--- src/rtl/lut_cell_pkg.sv ---
package lut_cell_pkg;

  localparam int SEL_W     = 4;
  localparam int N_IN      = 3;
  localparam int TRUTH_W   = 1 << N_IN;
  localparam int AUX_LINES = 5;
  localparam int EVT_LINES = 2;
  localparam int DATA_W    = 8;
  localparam int SYNC_DEPTH = 2;

  localparam logic [SEL_W-1:0] SRC_MASK = 4'h0;
  localparam logic [SEL_W-1:0] SRC_FB   = 4'h1;
  localparam logic [SEL_W-1:0] SRC_LINK = 4'h2;
  localparam logic [SEL_W-1:0] SRC_EVT0 = 4'h3;
  localparam logic [SEL_W-1:0] SRC_EVT1 = 4'h4;
  localparam logic [SEL_W-1:0] SRC_PIN  = 4'h5;
  localparam logic [SEL_W-1:0] SRC_AUX0 = 4'h6;
  localparam logic [SEL_W-1:0] SRC_AUX1 = 4'h8;
  localparam logic [SEL_W-1:0] SRC_AUX2 = 4'h9;
  localparam logic [SEL_W-1:0] SRC_AUX3 = 4'hA;
  localparam logic [SEL_W-1:0] SRC_AUX4 = 4'hC;

  localparam logic [1:0] REG_CTRL   = 2'd0;
  localparam logic [1:0] REG_SEL_LO = 2'd1;
  localparam logic [1:0] REG_SEL_HI = 2'd2;
  localparam logic [1:0] REG_TRUTH  = 2'd3;

  typedef enum logic [1:0] {
    COND_BYPASS = 2'd0,
    COND_SYNC   = 2'd1,
    COND_FILTER = 2'd2,
    COND_RSVD   = 2'd3
  } cond_mode_e;

  typedef struct packed {
    logic       out_en;
    cond_mode_e mode;
    logic       en;
  } cell_ctrl_t;

endpackage

--- src/rtl/lut_src_mux.sv ---
module lut_src_mux
  import lut_cell_pkg::*;
(
  input  logic [SEL_W-1:0]     sel,
  input  logic                 fb,
  input  logic                 link,
  input  logic [EVT_LINES-1:0] evt,
  input  logic                 pin,
  input  logic [AUX_LINES-1:0] aux,
  output logic                 src
);

  always_comb begin
    case (sel)
      SRC_MASK: src = 1'b0;
      SRC_FB:   src = fb;
      SRC_LINK: src = link;
      SRC_EVT0: src = evt[0];
      SRC_EVT1: src = evt[1];
      SRC_PIN:  src = pin;
      SRC_AUX0: src = aux[0];
      SRC_AUX1: src = aux[1];
      SRC_AUX2: src = aux[2];
      SRC_AUX3: src = aux[3];
      SRC_AUX4: src = aux[4];
      default:  src = 1'b0;
    endcase
  end

endmodule

--- src/rtl/lut_out_cond.sv ---
module lut_out_cond
  import lut_cell_pkg::*;
#(
  parameter int FILT_DEPTH = 4
) (
  input  logic       clk,
  input  logic       rst_n,
  input  logic       en,
  input  cond_mode_e mode,
  input  logic       raw,
  output logic       y
);

  localparam int RUN_W = $clog2(FILT_DEPTH + 1);

  logic [FILT_DEPTH-1:0] chain_q, chain_d;
  logic                  filt_q, filt_d;
  logic                  all_hi, all_lo, chain_ce;
  logic [RUN_W-1:0]      hi_run_q, hi_run_d;

  assign all_hi   = &chain_q;
  assign all_lo   = ~|chain_q;
  assign chain_ce = en | ~all_lo | filt_q;

  always_comb begin
    if (!en) begin
      chain_d = '0;
      filt_d  = 1'b0;
    end else begin
      chain_d = {chain_q[FILT_DEPTH-2:0], raw};
      if (all_hi)      filt_d = 1'b1;
      else if (all_lo) filt_d = 1'b0;
      else             filt_d = filt_q;
    end
  end

  always_ff @(posedge clk or negedge rst_n) begin
    if (!rst_n) begin
      chain_q <= '0;
      filt_q  <= 1'b0;
    end else if (chain_ce) begin
      chain_q <= chain_d;
      filt_q  <= filt_d;
    end
  end

  always_comb begin
    case (mode)
      COND_BYPASS: y = raw;
      COND_SYNC:   y = chain_q[SYNC_DEPTH-1];
      COND_FILTER: y = filt_q;
      default:     y = 1'b0;
    endcase
  end

  // Run length of high raw samples, used only by the filter check below.
  always_comb begin
    if (!en || !raw)                           hi_run_d = '0;
    else if (hi_run_q != RUN_W'(FILT_DEPTH))   hi_run_d = hi_run_q + 1'b1;
    else                                       hi_run_d = hi_run_q;
  end

  always_ff @(posedge clk or negedge rst_n) begin
    if (!rst_n) hi_run_q <= '0;
    else        hi_run_q <= hi_run_d;
  end

  // a filtered rise needs a full run of agreeing high samples
  p_filter_min_run_r7: assert property (@(posedge clk) disable iff (!rst_n)
    $rose(filt_q) |-> ($past(hi_run_q) == RUN_W'(FILT_DEPTH)));

  // disabling clears the conditioning state on the next edge
  p_disable_clear_r9: assert property (@(posedge clk) disable iff (!rst_n)
    !en |=> (chain_q == '0 && !filt_q));

  // the synchronizer path shows the raw value from two edges earlier
  p_sync_delay_r6: assert property (@(posedge clk) disable iff (!rst_n)
    (en && $past(en) && $past(en, 2) && mode == COND_SYNC) |-> (y == $past(raw, 2)));

endmodule

--- src/rtl/lut_cell.sv ---
module lut_cell
  import lut_cell_pkg::*;
#(
  parameter int FILT_DEPTH = 4
) (
  input  logic                 clk,
  input  logic                 rst_n,
  input  logic                 glb_en,
  input  logic                 wr_en,
  input  logic [1:0]           wr_reg,
  input  logic [DATA_W-1:0]    wr_data,
  input  logic [N_IN-1:0]      pin_in,
  input  logic [EVT_LINES-1:0] evt_in,
  input  logic [AUX_LINES-1:0] aux_in,
  input  logic                 link_in,
  output logic                 cell_out,
  output logic                 pin_out
);

  cell_ctrl_t                  ctrl_q, ctrl_d;
  logic [N_IN-1:0][SEL_W-1:0]  sel_q, sel_d;
  logic [TRUTH_W-1:0]          truth_q, truth_d;
  logic                        fb_q;
  logic [N_IN-1:0]             in_vec;
  logic                        raw, eff_en, cond_y;

  always_comb begin
    ctrl_d  = ctrl_q;
    sel_d   = sel_q;
    truth_d = truth_q;
    case (wr_reg)
      REG_CTRL: begin
        ctrl_d.out_en = wr_data[6];
        ctrl_d.mode   = cond_mode_e'(wr_data[5:4]);
        ctrl_d.en     = wr_data[0];
      end
      REG_SEL_LO: begin
        sel_d[0] = wr_data[3:0];
        sel_d[1] = wr_data[7:4];
      end
      REG_SEL_HI: sel_d[2] = wr_data[3:0];
      default:    truth_d  = wr_data;
    endcase
  end

  always_ff @(posedge clk or negedge rst_n) begin
    if (!rst_n) begin
      ctrl_q  <= '0;
      sel_q   <= '0;
      truth_q <= '0;
    end else if (wr_en) begin
      ctrl_q  <= ctrl_d;
      sel_q   <= sel_d;
      truth_q <= truth_d;
    end
  end

  always_ff @(posedge clk or negedge rst_n) begin
    if (!rst_n) fb_q <= 1'b0;
    else        fb_q <= cell_out;
  end

  for (genvar k = 0; k < N_IN; k++) begin : g_src
    lut_src_mux u_mux (
      .sel  (sel_q[k]),
      .fb   (fb_q),
      .link (link_in),
      .evt  (evt_in),
      .pin  (pin_in[k]),
      .aux  (aux_in),
      .src  (in_vec[k])
    );
  end

  assign raw    = truth_q[in_vec];
  assign eff_en = ctrl_q.en & glb_en;

  lut_out_cond #(.FILT_DEPTH(FILT_DEPTH)) u_cond (
    .clk   (clk),
    .rst_n (rst_n),
    .en    (eff_en),
    .mode  (ctrl_q.mode),
    .raw   (raw),
    .y     (cond_y)
  );

  assign cell_out = eff_en & cond_y;
  assign pin_out  = cell_out & ctrl_q.out_en;

  // the pin is driven only by an enabled, output-enabled cell
  p_pin_gate_r10: assert property (@(posedge clk) disable iff (!rst_n)
    pin_out |-> (ctrl_q.out_en && ctrl_q.en && glb_en));

  // with every input masked the bypass result is truth bit 0
  p_all_masked_r2: assert property (@(posedge clk) disable iff (!rst_n)
    (eff_en && ctrl_q.mode == COND_BYPASS && sel_q == '0) |-> (cell_out == truth_q[0]));

endmodule

--- src/rtl/lut_cluster.sv ---
module lut_cluster
  import lut_cell_pkg::*;
#(
  parameter int NUM_CELLS  = 2,
  parameter int FILT_DEPTH = 4,
  localparam int CELL_W    = (NUM_CELLS > 1) ? $clog2(NUM_CELLS) : 1
) (
  input  logic                           clk,
  input  logic                           rst_n,
  input  logic                           wr_en,
  input  logic [CELL_W-1:0]              wr_cell,
  input  logic [1:0]                     wr_reg,
  input  logic [DATA_W-1:0]              wr_data,
  input  logic                           glb_wr_en,
  input  logic                           glb_wr_data,
  input  logic [NUM_CELLS*N_IN-1:0]      pin_in,
  input  logic [EVT_LINES-1:0]           evt_in,
  input  logic [NUM_CELLS*AUX_LINES-1:0] aux_in,
  output logic [NUM_CELLS-1:0]           cell_out,
  output logic [NUM_CELLS-1:0]           pin_out
);

  logic rst_meta_q, rst_sync_n;
  logic glb_en_q, glb_en_d;

  always_ff @(posedge clk or negedge rst_n) begin
    if (!rst_n) begin
      rst_meta_q <= 1'b0;
      rst_sync_n <= 1'b0;
    end else begin
      rst_meta_q <= 1'b1;
      rst_sync_n <= rst_meta_q;
    end
  end

  assign glb_en_d = glb_wr_data;

  always_ff @(posedge clk or negedge rst_sync_n) begin
    if (!rst_sync_n)    glb_en_q <= 1'b0;
    else if (glb_wr_en) glb_en_q <= glb_en_d;
  end

  for (genvar i = 0; i < NUM_CELLS; i++) begin : g_cell
    logic link_w;
    logic cell_wr;

    if (i == NUM_CELLS - 1) begin : g_top
      assign link_w = 1'b0;
    end else begin : g_mid
      assign link_w = cell_out[i+1];
    end

    assign cell_wr = wr_en && (wr_cell == CELL_W'(i));

    lut_cell #(.FILT_DEPTH(FILT_DEPTH)) u_cell (
      .clk      (clk),
      .rst_n    (rst_sync_n),
      .glb_en   (glb_en_q),
      .wr_en    (cell_wr),
      .wr_reg   (wr_reg),
      .wr_data  (wr_data),
      .pin_in   (pin_in[i*N_IN +: N_IN]),
      .evt_in   (evt_in),
      .aux_in   (aux_in[i*AUX_LINES +: AUX_LINES]),
      .link_in  (link_w),
      .cell_out (cell_out[i]),
      .pin_out  (pin_out[i])
    );
  end

  // a cleared cluster enable silences every cell
  p_glb_off_r9: assert property (@(posedge clk) disable iff (!rst_sync_n)
    !glb_en_q |-> (cell_out == '0));

endmodule

--- config.mk ---
export PLATFORM = sky130hd
export DESIGN_NAME = lut_cluster
export DESIGN_NICKNAME = d
export VERILOG_FILES = /design/src/rtl/lut_cell_pkg.sv /design/src/rtl/lut_src_mux.sv /design/src/rtl/lut_out_cond.sv /design/src/rtl/lut_cell.sv /design/src/rtl/lut_cluster.sv
export SDC_FILE = /design/constraint.sdc
export NUM_CORES = 1
export LEC_CHECK = 0
export BUFFER_PORTS_ARGS = -buffer_cell sky130_fd_sc_hd__buf_2
export CAP_MARGIN = 0
export CORE_ASPECT_RATIO = 1.25
export CORE_MARGIN = 3
export CORE_UTILIZATION = 50
export CTS_BUF_LIST = sky130_fd_sc_hd__clkbuf_4 sky130_fd_sc_hd__clkbuf_8
export CTS_CLUSTER_SIZE = 24
export DETAILED_ROUTE_END_ITERATION = 6
export PLACE_DENSITY = 0.75
export SLEW_MARGIN = 20
export SYNTH_ARGS = -nofsm -noshare
export SYNTH_HDL_FRONTEND = slang
export SYNTH_SLANG_ARGS = --single-unit
--- constraint.sdc ---
create_clock -name clk -period 7.84 [get_ports clk]
set_input_delay 1.176 -clock clk [delete_from_list [all_inputs] [get_ports clk]]
set_output_delay 1.176 -clock clk [all_outputs]
set_load 0.02 [all_outputs]
==> results of run 1 <==
cells in the final DEF, fill, tap and decap left out, drive strengths merged, types with 4 or more instances in the layout:
cell type	Yosys	routed
o211a	5	5
mux2i	13	13
a22o	7	7
clkbuf	3	14
mux2	55	55
dfrtp	63	63
nand2b	4	4
nor2	15	15
a211oi	4	4
nor4b	4	4
nor2b	4	4
nor3	6	6
nand3b	6	6
and3	8	8
and2	5	5
o21ai	16	16
buf	4	38
nand2	14	14
a21oi	6	6
nor3b	5	5
inv	4	4
per-stage QoR:
step                worst slack (ns)  area [um2]  cells  hold slack [ns]  power [W]
floorplan                       2.90        3450    297            0.331   0.000664
global placement                2.57        3710    415            0.337   0.000728
detailed placement              2.49        3710    415            0.343   0.000741
CTS                             2.47        3890    429            0.356    0.00101
global route                    2.24        3900    429            0.376    0.00106
finish                          2.46        3900    429            0.354   0.000998
where the power goes:
part | switching, W | internal (W) | total (W) | leakage, nW
Sequential | 0.0000699 | 0.000386 | 0.000456 | 0.777
Combinational | 0.000133 | 0.000147 | 0.000280 | 0.868
Clock | 0.000112 | 0.000149 | 0.000262 | 0.0981
Total | 0.000316 | 0.000683 | 0.000998 | 1.74
area by class of cell:
class / count / share of cell area (%)
Multi-Input combinational cell: 223 / 46.6
Sequential cell: 63 / 40.5
Timing Repair Buffer: 38 / 4.94
Clock buffer: 14 / 4.78
Tap cell: 87 / 2.79
Inverter: 4 / 0.385
per-layer routing:
metal / up-vias / part of all wire (%) / GRT usage (%)
met2: 49 / 52 / 37.1
met4: 0 / 2.8 / 9.49
met5: - / 0 / 0
met3: 18 / 3.2 / 4.75
li1: 1220 / - / -
met1: 1294 / 42 / 27.0
registers in the layout, summed over array words and instances, names as in the netlist:
name                          flops
g_cell.u_cell.fb_q                2
rst_meta_q                        1
rst_sync_n                        1
g_cell.u_cell.truth_q            16
glb_en_q                          1
g_cell.u_cell.ctrl_q              8
g_cell.u_cell.sel_q              24
g_cell.u_cell.u_cond.filt_q       2
g_cell.u_cell.u_cond.chain_q      8
worst paths after layout:
path                                            from                           to  slack (ns)  depth (start not counted)
min in group asynchronous                 rst_sync_n  g_cell[1].u_cell.truth_q[4]        0.41                          1
max                                        evt_in[1]                  cell_out[0]        2.46                         12
min                                       rst_meta_q                   rst_sync_n        0.35                          0
max in group asynchronous                 rst_sync_n        g_cell[0].u_cell.fb_q        6.90                          1
max reg2reg                g_cell[1].u_cell.sel_q[3]        g_cell[0].u_cell.fb_q        4.50                         10
min reg2reg                               rst_meta_q                   rst_sync_n        0.35                          0
kinds of logic (layout without fill, tap and decap cells):
kind of cell / count (synthesis) / in the layout / share of synthesized area (%)
buf+inv: 11 / 56 / 1.63
simple gates: 91 / 91 / 16.8
flops: 63 / 63 / 45.7
other cells: 1 / 1 / 0.109
compound gates: 63 / 63 / 13.9
mux: 68 / 68 / 21.7
==> results.md, run 1 <==
Route:
- The number of DRC violations after detailed routing is 0.
- The first-iteration detailed-routing DRC count is approximately 130.
- The total wirelength of the detailed-routed design is 8000 um.
- The overall via count from detail_route is 2581.
- In the routed layout, each cell is associated on average with a via count of 6.02.
- The number of iterations in the first detailed-routing pass is 4.
- The post-route antenna net violation count is 0.
- After detailed routing, the average wire length per cell comes to around 19 um.

Setup path:
- The endpoint required time on the critical path is around 6.7 ns.
- The worst setup path is launched from a primary input.
- Traced cell by cell, the critical path runs through buf_2, mux2_1, a32oi_1, o21ai_2, a211oi_1, a21oi_1, a22o_1, or3b_1, a21o_1, o211a_2, o41ai_2, buf_2.
- The top cell family by delay on the critical path is compound AO/OA/AOI/OAI gates.
- The endpoint type of the worst setup path is a primary output.
- The longest individual stage delay on the worst path is 0.40 ns.
- The dominant cell type by count on the critical path is sky130_fd_sc_hd__buf_2.
- The critical path class is primary input to primary output.
- The highest-delay cell along the critical path is sky130_fd_sc_hd__a32oi_1.
- For the worst setup path, the data arrival time is 4.21 ns.
- The number of buffers and inverters on the critical path is 2.
- The top fanout value on the critical path is 6.

Floorplan:
- The I/O pin total is 38.
- The placeable core region is 6610 um2.
- The die boundary width is roughly 80 um.
- The floorplan step defined a die boundary enclosing 7930 um2.
- The placement row count is 33.
- The floorplan step set the die height to ~99 um.
- The initial utilization of the core area, before any placement, comes to a little over half.

STA:
- The total count of max-transition violations in the final report is 0.
- Of the available clock period, the critical path in the final layout requires between 60% and 70%.
- The final number of setup-violating endpoints is 0.
- The headroom to the max-slew limit is 45.7%.
- Setup repair after global routing left no endpoint under its margin.
- After routing, the total negative slack on setup checks comes to 0 ns.
- The count of final hold-check violations came to 0.
- Static timing analysis puts the maximum clock frequency at roughly 190 MHz.
- Across the routed clock network, the largest skew measured is 0.00700 ns.
- The actual transition at the worst max-transition pin is 0.813 ns.
- The time the worst path needs with I/O delays and setup is 5.38 ns.

Cells and area:
- The area growth from synthesis to final layout is 13.1%.
- The repair_antennas step left the layout with diodes totalling 0.
- Fill cells in the final layout number 576.
- The area of all sequential standard cells is 1580 um2.
- After the last flow step, the layout net total stands at 373.
- Measured on the finished design, the core utilization comes to 59.0%.
- The area of the multi-input gates is 1820 um2.
- Cells with a size suffix above 1 make up around 35% of the layout.

Clock tree:
- The number of clock buffers added by TritonCTS is 9.
- In this run, post-CTS hold repair placed 0 buffers.
- The number of setup buffers added after CTS is 0.
- The CTS tree is done.
- The clock insertion delay at the later pin of the skew report is around 0.34 ns.
- The maximum clock path buffer count is 2.
- The library cell used as clock root buffer is sky130_fd_sc_hd__clkbuf_8.
- The number of levels the H-tree was split into is 3.
- The post-CTS clock slew at the launch and capture registers of the worst setup and hold paths is 0.06 ns.
- The count of instances resized after the clock tree is built is 0.
- The count of clock tree sinks is 63.

Synthesis:
- The number of instances in the synthesized netlist is between 200 and 300.
- The leading area contributor after synthesis is sky130_fd_sc_hd__dfrtp_1.
- Synthesis produced a netlist with a net count of 331.
- By count the netlist is led by sky130_fd_sc_hd__dfrtp_1, sky130_fd_sc_hd__mux2_2, sky130_fd_sc_hd__nor2_1.
- The total number of yosys warnings is 0.
- Ranked by total cell area, the synthesized netlist is headed by sky130_fd_sc_hd__dfrtp_1, sky130_fd_sc_hd__mux2_2, sky130_fd_sc_hd__mux2i_1.
- The mapped netlist covers 3450 um2.
- Among all flip-flop cells after synthesis, the most frequent one is sky130_fd_sc_hd__dfrtp_1.
- The synthesized design contains between 60 and 70 register bits.
- The register area share after synthesis is a little under half.
- The most common cell in the netlist is sky130_fd_sc_hd__dfrtp_1.
- The fraction of registers with async set or reset after synthesis is between 90% and 100%.
- The number of enable-type register cells in the synthesized netlist is 0.
- The post-synthesis cell type count is 56.
- Averaged over all synthesized cells, the footprint is 11.6 um2.
- The area share of the leading cell type in the synthesized netlist is between 40% and 50%.

Global routing:
- The number of antenna violations at the first check in global routing is 0.
- The via count of the first global-routing pass is 2678.
- The first global-routing pass estimated about 13000 um of wire.
- The maximum number of pins on one net before global-route repair is 62.
- In the global route stage, overall resource usage came out at between 20% and 30%.
- The global route total overflow is 0.

Job:
- The tool flagged a number of max-cap violations equal to 0.

Run status:
- The flow ran to the end, and the final reports show no timing, DRC or antenna violations.

Placed design:
- Routability-driven placement finished with a final weighted congestion of 0.846.
- The detailed placement HPWL is 5850 um.
- Port buffering added 37 buffers.

Power and ir drop:
- For this design the ratio of total power to cell area is 256 nW/um2.
- The worst vdd rail ir drop is 184 uV.
- The static leakage power is 1.74 nW.

Hold path:
- The min-delay analysis places its worst path in the category flop to flop.
Note: power is estimated with default switching activity, not from simulation.
==> inputs of run 2 (changes only) <==
Clock period 7.84 ns to 5.4 ns, I/O delays scaled along.
==> results.md, run 2 (synthesized netlist as in run 1, its figures left out) <==
Setup path:
- The signal on the critical path passes through buf_2, mux2_1, a32oi_1, o21ai_2, a211oi_1, a21oi_1, a22o_1, or3b_1, a21o_1, o211a_2, o41ai_2, buf_2.
- The top fanout value on the critical path is 6 (unchanged).
- The highest-delay cell along the critical path is sky130_fd_sc_hd__a32oi_1.
- The critical path arrival is 3.83 ns (-0.38 ns).
- The start of the worst register-to-register path is g_cell[1].u_cell.sel_q[3].
- The longest individual stage delay on the worst path is 0.40 ns (about the same).
- By startpoint and endpoint, the worst setup path is classified as primary input to primary output.
- The endpoint required time on the critical path is 4.59 ns (-2.07 ns).
- STA classifies the critical path startpoint as a primary input.
- Tracing the worst setup path back leads to its startpoint at evt_in[1].
- The depth of the worst register-to-register path is 10 (unchanged).
- The dominant cell type by count on the critical path is sky130_fd_sc_hd__buf_2.
- The worst setup path is captured at a primary output.

Global routing:
- The via count of the first global-routing pass is 2702 (+0.90%).
- The maximum number of pins on one net before global-route repair is 62 (unchanged).
- The first-pass GRT wire length is 13400 um (+0.32%).
- The global route total overflow is 0 (unchanged).
- The number of antenna violations at the first check in global routing came to 0 (unchanged).
- The total track usage is 22.0% (-0.087 points).

Floorplan:
- The vertical extent of the die came to 98.8 um (unchanged).
- The placeable core region is 6610 um2 (unchanged).
- The full die area is 7930 um2 (unchanged).
- The die boundary width is 80.3 um (unchanged).
- The placement row count is 33 (unchanged).
- The I/O pin total is 38 (unchanged).
- The initial core utilization came to 52.2% (unchanged).

Power and ir drop:
- The static leakage power is 1.74 nW (-0.19%).
- The internal cell power is 0.000978 W (+43%).
- The part of the total power dissipated in sequential elements is 46.1% (+0.4 points).
- The clock share of power was 25.6% (-0.6 points).
- The switching power summed over all nets is 0.000461 W (+46%).
- The combinational fraction of design power is 28.3% (+0.2 points).
- The total power density per cell area is 370 nW/um2 (+44%).
- The switching power as a share of total power is 32.1% (+0.42 points).
- The worst vdd rail ir drop is 266 uV (+45%).

Placed design:
- The detailed placement HPWL came to 5880 um (+0.50%).
- The cell count after placement is 415 (unchanged).
- The count of input and output buffers is 37 (unchanged).
- The routability congestion estimate from global placement is 0.846 (about the same).
- The post-place instance area is 3710 um2 (unchanged).

Cells and area:
- Ranked by flip-flop count, first place goes to g_cell.u_cell.sel_q.
- The number of flip-flops in the largest register was 24 (unchanged).
- The area of all sequential standard cells is 1580 um2 (unchanged).
- The share of final-layout standard cells stronger than drive strength 1 is 34.5% (unchanged).
- The largest registers in the layout are g_cell.u_cell.sel_q x24, g_cell.u_cell.truth_q x16.
- The number of antenna diodes came to 0 (unchanged).
- The top cell types in the final layout, fill and taps aside, are sky130_fd_sc_hd__dfrtp_1, sky130_fd_sc_hd__mux2_2, sky130_fd_sc_hd__buf_2, sky130_fd_sc_hd__nor2_1.
- The filler cell count in the final layout is 578 (+0.35%).
- The area of the multi-input gates is 1820 um2 (unchanged).
- The final cell utilization of the core is 58.9% (-0.13 points).
- The area growth from synthesis to final layout is 12.9%.
- The number of standard cells in the layout, taps in and fillers out was 429 (unchanged).
- The commonest non-fill, non-tap cell in the layout is sky130_fd_sc_hd__dfrtp_1.
- The number of nets at the end of the flow is 373 (unchanged).
- The finished layout cell area is 3890 um2 (-0.22%).

STA:
- Setup repair after global routing left no endpoint under its margin.
- The final-layout setup total negative slack is 0 ns (unchanged).
- The total count of max-transition violations in the final report is 0 (unchanged).
- The headroom to the max-slew limit is 47.6% (+1.9 points).
- The final number of setup-violating endpoints was 0 (unchanged).
- The maximum clock frequency is 215 MHz.
- The final clock skew came to 0.00742 ns (+0.000414 ns).
- The time the worst path needs with I/O delays and setup is 4.64 ns.
- The actual transition at the worst max-transition pin came to 0.785 ns (-0.0287 ns).
- In the finished design, the share of the clock period the worst path needs comes to 86.0%.
- The count of final hold-check violations is 0 (unchanged).

Route:
- The routed length per instance is 18.6 um (-0.10%).
- The number of iterations in the first detailed-routing pass is 5 (+1).
- The vias per cell is 6.06 (+0.74%).
- The first-iteration detailed-routing DRC count is 141 (+12%).
- The total wirelength of the detailed-routed design was 7990 um (-0.10%).
- The highest signal layer in the routed design is met4.
- The routed length on met3 was 253 um (-0.78%).
- The overall via count from detail_route is 2600 (+0.74%).
- The total routed wire length on the met1 layer was 3440 um (+2.1%).
- The number of DRC violations after detailed routing is 0 (unchanged).
- The length of routed met2 wiring came to 4100 um (-1.0%).
- The post-route antenna net violation count is 0 (unchanged).

Clock tree:
- The CTS buffer count is 9 (unchanged).
- The maximum clock path buffer count was 2 (unchanged).
- The post-CTS clock slew at the launch and capture registers of the worst setup and hold paths is 0.06 ns (about the same).
- The library cell used as clock root buffer is sky130_fd_sc_hd__clkbuf_8.
- The number of setup buffers added after CTS is 0 (unchanged).
- The post-cts hold buffer count is 0 (unchanged).
- The clock insertion delay at the later pin of the skew report is 0.33 ns (about the same).
- The count of instances resized after the clock tree is built is 0 (unchanged).
- The number of levels the H-tree was split into is 3 (unchanged).
- The count of clock tree sinks is 63 (unchanged).
- The CTS tree is done.

Run status:
- The run finished with clean final reports.

Job:
- The number of maximum-capacitance constraint violations is 0 (unchanged).

Hold path:
- The tightest min-delay check is of the primary input to async pin type.
-- run 2: cell types whose count changed in the layout (fill, tap and decap cells not counted), sizes merged --
| cell | change |
|---|---|
| clkinv | +1 |
| clkbuf | -1 |
-- run 2: area by class of cell --
| cell class | count | share of cell area, % |
|---|---|---|
| multi-input combinational | 223 | 46.8 |
| timing repair buffer | 38 | 4.95 |
| inverter | 4 | 0.386 |
| tap | 87 | 2.80 |
| clock inverter | 1 | 0.129 |
| clock buffer | 13 | 4.44 |
| sequential | 63 | 40.5 |
-- run 2: per-stage QoR --
step / hold WS [ns] / total power (W) / setup WS, ns
floorplan: 0.331 / 0.000964 / 1.19
global placement: 0.337 / 0.00106 / 0.863
detailed placement: 0.342 / 0.00108 / 0.786
CTS: 0.239 / 0.00145 / 0.769
global route: 0.248 / 0.00153 / 0.556
finish: 0.249 / 0.00144 / 0.756
-- run 2: layer usage --
layer / GRT usage (%) / up-vias
li1: - / 1230
met1: 27.4 / 1291
met2: 37.2 / 63
met3: 2.74 / 16
met4: 10.7 / 0
met5: 0 / -
-- run 2: worst paths after layout --
check                                             end  slack (ns)
setup / recovery                          cell_out[0]        0.76
hold / removal                             rst_meta_q        0.25
setup reg to reg                g_cell[0].u_cell.fb_q        2.02
hold reg to reg                            rst_sync_n        0.36
max in group asynchronous  g_cell[0].u_cell.ctrl_q[0]        4.47
min in group clk                           rst_sync_n        0.36
-- run 2: worst max-delay path, delay by kind of cell --
| kind | cells | cell delay [ns] |
|---|---|---|
| AOI/OAI and AO/OA | 8 | 2.00 |
| and+or+nand+nor | 1 | 0.38 |
| buffers and inverters | 2 | 0.36 |
| muxes | 1 | 0.29 |
-- run 2: power groups by stage --
stage          Clock [W]  Combinational (W)  Sequential (W)
2_1_floorplan          0           0.000320        0.000644
3_3_place_gp           0           0.000392        0.000664
3_5_place_dp           0           0.000406        0.000670
4_1_cts         0.000379           0.000408        0.000661
5_1_grt         0.000399           0.000452        0.000678
6_report        0.000368           0.000408        0.000663
==> inputs of run 3 (changes only) <==
Settings changed: CELL_PAD_IN_SITES_DETAIL_PLACEMENT set to 1, CELL_PAD_IN_SITES_GLOBAL_PLACEMENT set to 1, CORE_UTILIZATION 50 to 49, PLACE_DENSITY 0.75 to unset, PLACE_DENSITY_LB_ADDON set to 0.1.
Clock period 5.4 ns to 4.9 ns, I/O delays scaled along.
==> results.md, run 3 (synthesized netlist as in run 1, its figures left out) <==
Run status:
- The run finished with clean final reports.

STA:
- The share of the clock period used by the worst path is 91.2%.
- The total count of max-transition violations in the final report is 0 (unchanged).
- The count of final hold-check violations came to 0 (unchanged).
- The maximum clock frequency is 224 MHz.
- The headroom to the max-slew limit was 47.0% (-0.59 points).
- The final number of setup-violating endpoints is 0 (unchanged).
- The actual transition at the worst max-transition pin came to 0.795 ns (+0.0105 ns).
- The worst path in the final design needs a cycle of 4.47 ns, including I/O delays and setup.
- Setup repair after global routing left no endpoint under its margin.
- The final-layout setup total negative slack is 0 ns (unchanged).
- The final clock skew was 0.0100 ns (+0.00258 ns).

Power and ir drop:
- The static leakage power was 1.76 nW (+1.1%).
- The worst vdd rail ir drop came to 419 uV (+57%).
- The clock share of power is 30.3% (+4.7 points).
- The internal cell power was 0.00114 W (+17%).
- The total power density per cell area is 433 nW/um2 (+17%).
- The switching power as a share of total power is 33.0% (+0.93 points).
- The combinational fraction of design power is 26.8% (-1.5 points).
- The part of the total power dissipated in sequential elements was 42.9% (-3.2 points).
- The switching power summed over all nets came to 0.000563 W (+22%).

Setup path:
- The highest-delay cell along the critical path is sky130_fd_sc_hd__dfrtp_1.
- The signal on the critical path passes through mux2_1, a32oi_1, o21ai_2, a211oi_1, and4bb_1, nor3_2, nand3_1, a21o_1, o211a_2, o41ai_2, buf_2.
- The critical path arrival was 3.74 ns (-0.09 ns).
- The endpoint type of the worst setup path is a primary output.
- The top fanout value on the critical path is 8 (+2).
- The critical path is of the flop to primary output type.
- The endpoint required time on the critical path is 4.16 ns (-0.43 ns).
- STA classifies the critical path startpoint as a flop.
- The longest individual stage delay on the worst path came to 0.49 ns (+0.09 ns).

Route:
- The post-route antenna net violation count is 0 (unchanged).
- The number of iterations in the first detailed-routing pass came to 4 (-1).
- The number of DRC violations after detailed routing is 0 (unchanged).
- The overall via count from detail_route is 2666 (+2.5%).
- The routed length per instance came to 20.7 um (+11%).
- The total wirelength of the detailed-routed design came to 8940 um (+12%).
- The vias per cell is 6.17 (+1.8%).
- The first-iteration detailed-routing DRC count was 123 (-13%).

Global routing:
- The via count of the first global-routing pass is 2802 (+3.7%).
- The maximum number of pins on one net before global-route repair came to 62 (unchanged).
- The global route total overflow is 0 (unchanged).
- The first-pass GRT wire length was 14600 um (+9.2%).
- The total track usage is 24.1% (+2.1 points).
- The number of antenna violations at the first check in global routing is 0 (unchanged).

Floorplan:
- The full die area is 8080 um2 (+1.9%).
- The vertical extent of the die is 99.8 um (+0.96%).
- The I/O pin total came to 38 (unchanged).
- The die boundary width came to 81.0 um (+0.94%).
- The placeable core region is 6690 um2 (+1.3%).
- The initial core utilization is 51.5% (-0.64 points).
- The placement row count is 33 (unchanged).

Clock tree:
- The CTS tree is done.
- The number of setup buffers added after CTS is 0 (unchanged).
- The post-cts hold buffer count came to 0 (unchanged).
- The count of instances resized after the clock tree is built is 0 (unchanged).
- The number of levels the H-tree was split into is 3 (unchanged).
- The clock insertion delay at the later pin of the skew report came to 0.34 ns (about the same).
- The maximum clock path buffer count is 2 (unchanged).
- The count of clock tree sinks is 63 (unchanged).
- The library cell used as clock root buffer is sky130_fd_sc_hd__clkbuf_8.
- The post-CTS clock slew at the launch and capture registers of the worst setup and hold paths is 0.07 ns (about the same).
- The CTS buffer count came to 9 (unchanged).

Cells and area:
- Compared with the post-synthesis result, the final layout area differs by 14.4%.
- The number of nets at the end of the flow is 374 (+0.27%).
- The number of antenna diodes came to 0 (unchanged).
- The number of standard cells in the layout, taps in and fillers out is 432 (+0.70%).
- The largest registers in the layout are g_cell.u_cell.sel_q x24, g_cell.u_cell.truth_q x16.
- In the layout the commonest cells are sky130_fd_sc_hd__dfrtp_1, sky130_fd_sc_hd__mux2_2, sky130_fd_sc_hd__buf_2, sky130_fd_sc_hd__nor2_1.
- The largest register by flop count is g_cell.u_cell.sel_q.
- The number of flip-flops in the largest register was 24 (unchanged).
- The share of final-layout standard cells stronger than drive strength 1 is 34.8% (+0.28 points).
- The commonest non-fill, non-tap cell in the layout is sky130_fd_sc_hd__dfrtp_1.

Hold path:
- In this run the worst hold path is classified as primary input to async pin.

Placed design:
- The detailed placement HPWL came to 6510 um (+11%).
- The cell count after placement was 416 (+0.24%).
- The count of input and output buffers is 37 (unchanged).
- The routability congestion estimate from global placement was 0.830 (-1.8%).

Job:
- The number of maximum-capacitance constraint violations is 0 (unchanged).
run 3: worst paths after layout:
| check | start | endpoint | slack, ns | cells past startpoint |
|---|---|---|---|---|
| worst max-delay path | g_cell[1].u_cell.sel_q[3] | cell_out[0] | 0.43 | 11 |
| max in group asynchronous | rst_sync_n | g_cell[1].u_cell.sel_q[10] | 3.94 | 1 |
| worst min-delay path | rst_n | rst_meta_q | 0.16 | 1 |
| worst max register to register | g_cell[1].u_cell.sel_q[3] | g_cell[0].u_cell.fb_q | 1.61 | 10 |
| worst min register to register | rst_meta_q | rst_sync_n | 0.36 | 0 |
| min in group clk | rst_meta_q | rst_sync_n | 0.36 | 0 |
run 3: cell type report:
class / instances / area [um2]
clock buffer: 9 / 124
timing repair buffer: 39 / 200
inverter: 4 / 15.0
clock inverter: 7 / 103
fill: 728 / 2750
sequential: 63 / 1580
multi-input combinational: 223 / 1810
tap: 87 / 109
run 3: per-stage QoR:
stage	hold slack (ns)	setup slack (ns)	area, um2	power (W)	utilization, %
after floorplan	0.331	0.838	3450	0.00106	-
after global placement	0.337	0.480	3720	0.00118	55.6
after detailed placement	0.349	0.440	3720	0.00120	55.6
after CTS	0.141	0.420	3940	0.00172	58.9
after global routing	0.130	0.0870	3940	0.00182	58.9
final	0.160	0.430	3940	0.00171	58.9
run 3: power by group through the flow:
stage          Clock, W  Combinational (W)  Sequential (W)
3_5_place_dp          0           0.000456        0.000741
6_report       0.000517           0.000457        0.000734
2_1_floorplan         0           0.000353        0.000709
5_1_grt        0.000558           0.000508        0.000750
4_1_cts        0.000527           0.000460        0.000732
3_3_place_gp          0           0.000440        0.000736
run 3: metal layers:
| metal | track usage [%] | part of all wire, % | vias to the layer above |
|---|---|---|---|
| li1 | - | - | 1238 |
| met1 | 30.8 | 45 | 1369 |
| met2 | 41.1 | 51 | 55 |
| met3 | 4.94 | 3.7 | 4 |
| met4 | 6.76 | 0.73 | 0 |
| met5 | 0 | 0 | - |
run 3: worst max-delay path: cells and delay by family, from the launching register on:
| family | cells | cell delay (ns) |
|---|---|---|
| AOI/OAI and AO/OA | 6 | 1.55 |
| muxes | 1 | 0.36 |
| and+or+nand+nor | 3 | 0.76 |
| buffers and inverters | 1 | 0.23 |
| DFF | 1 | 0.49 |
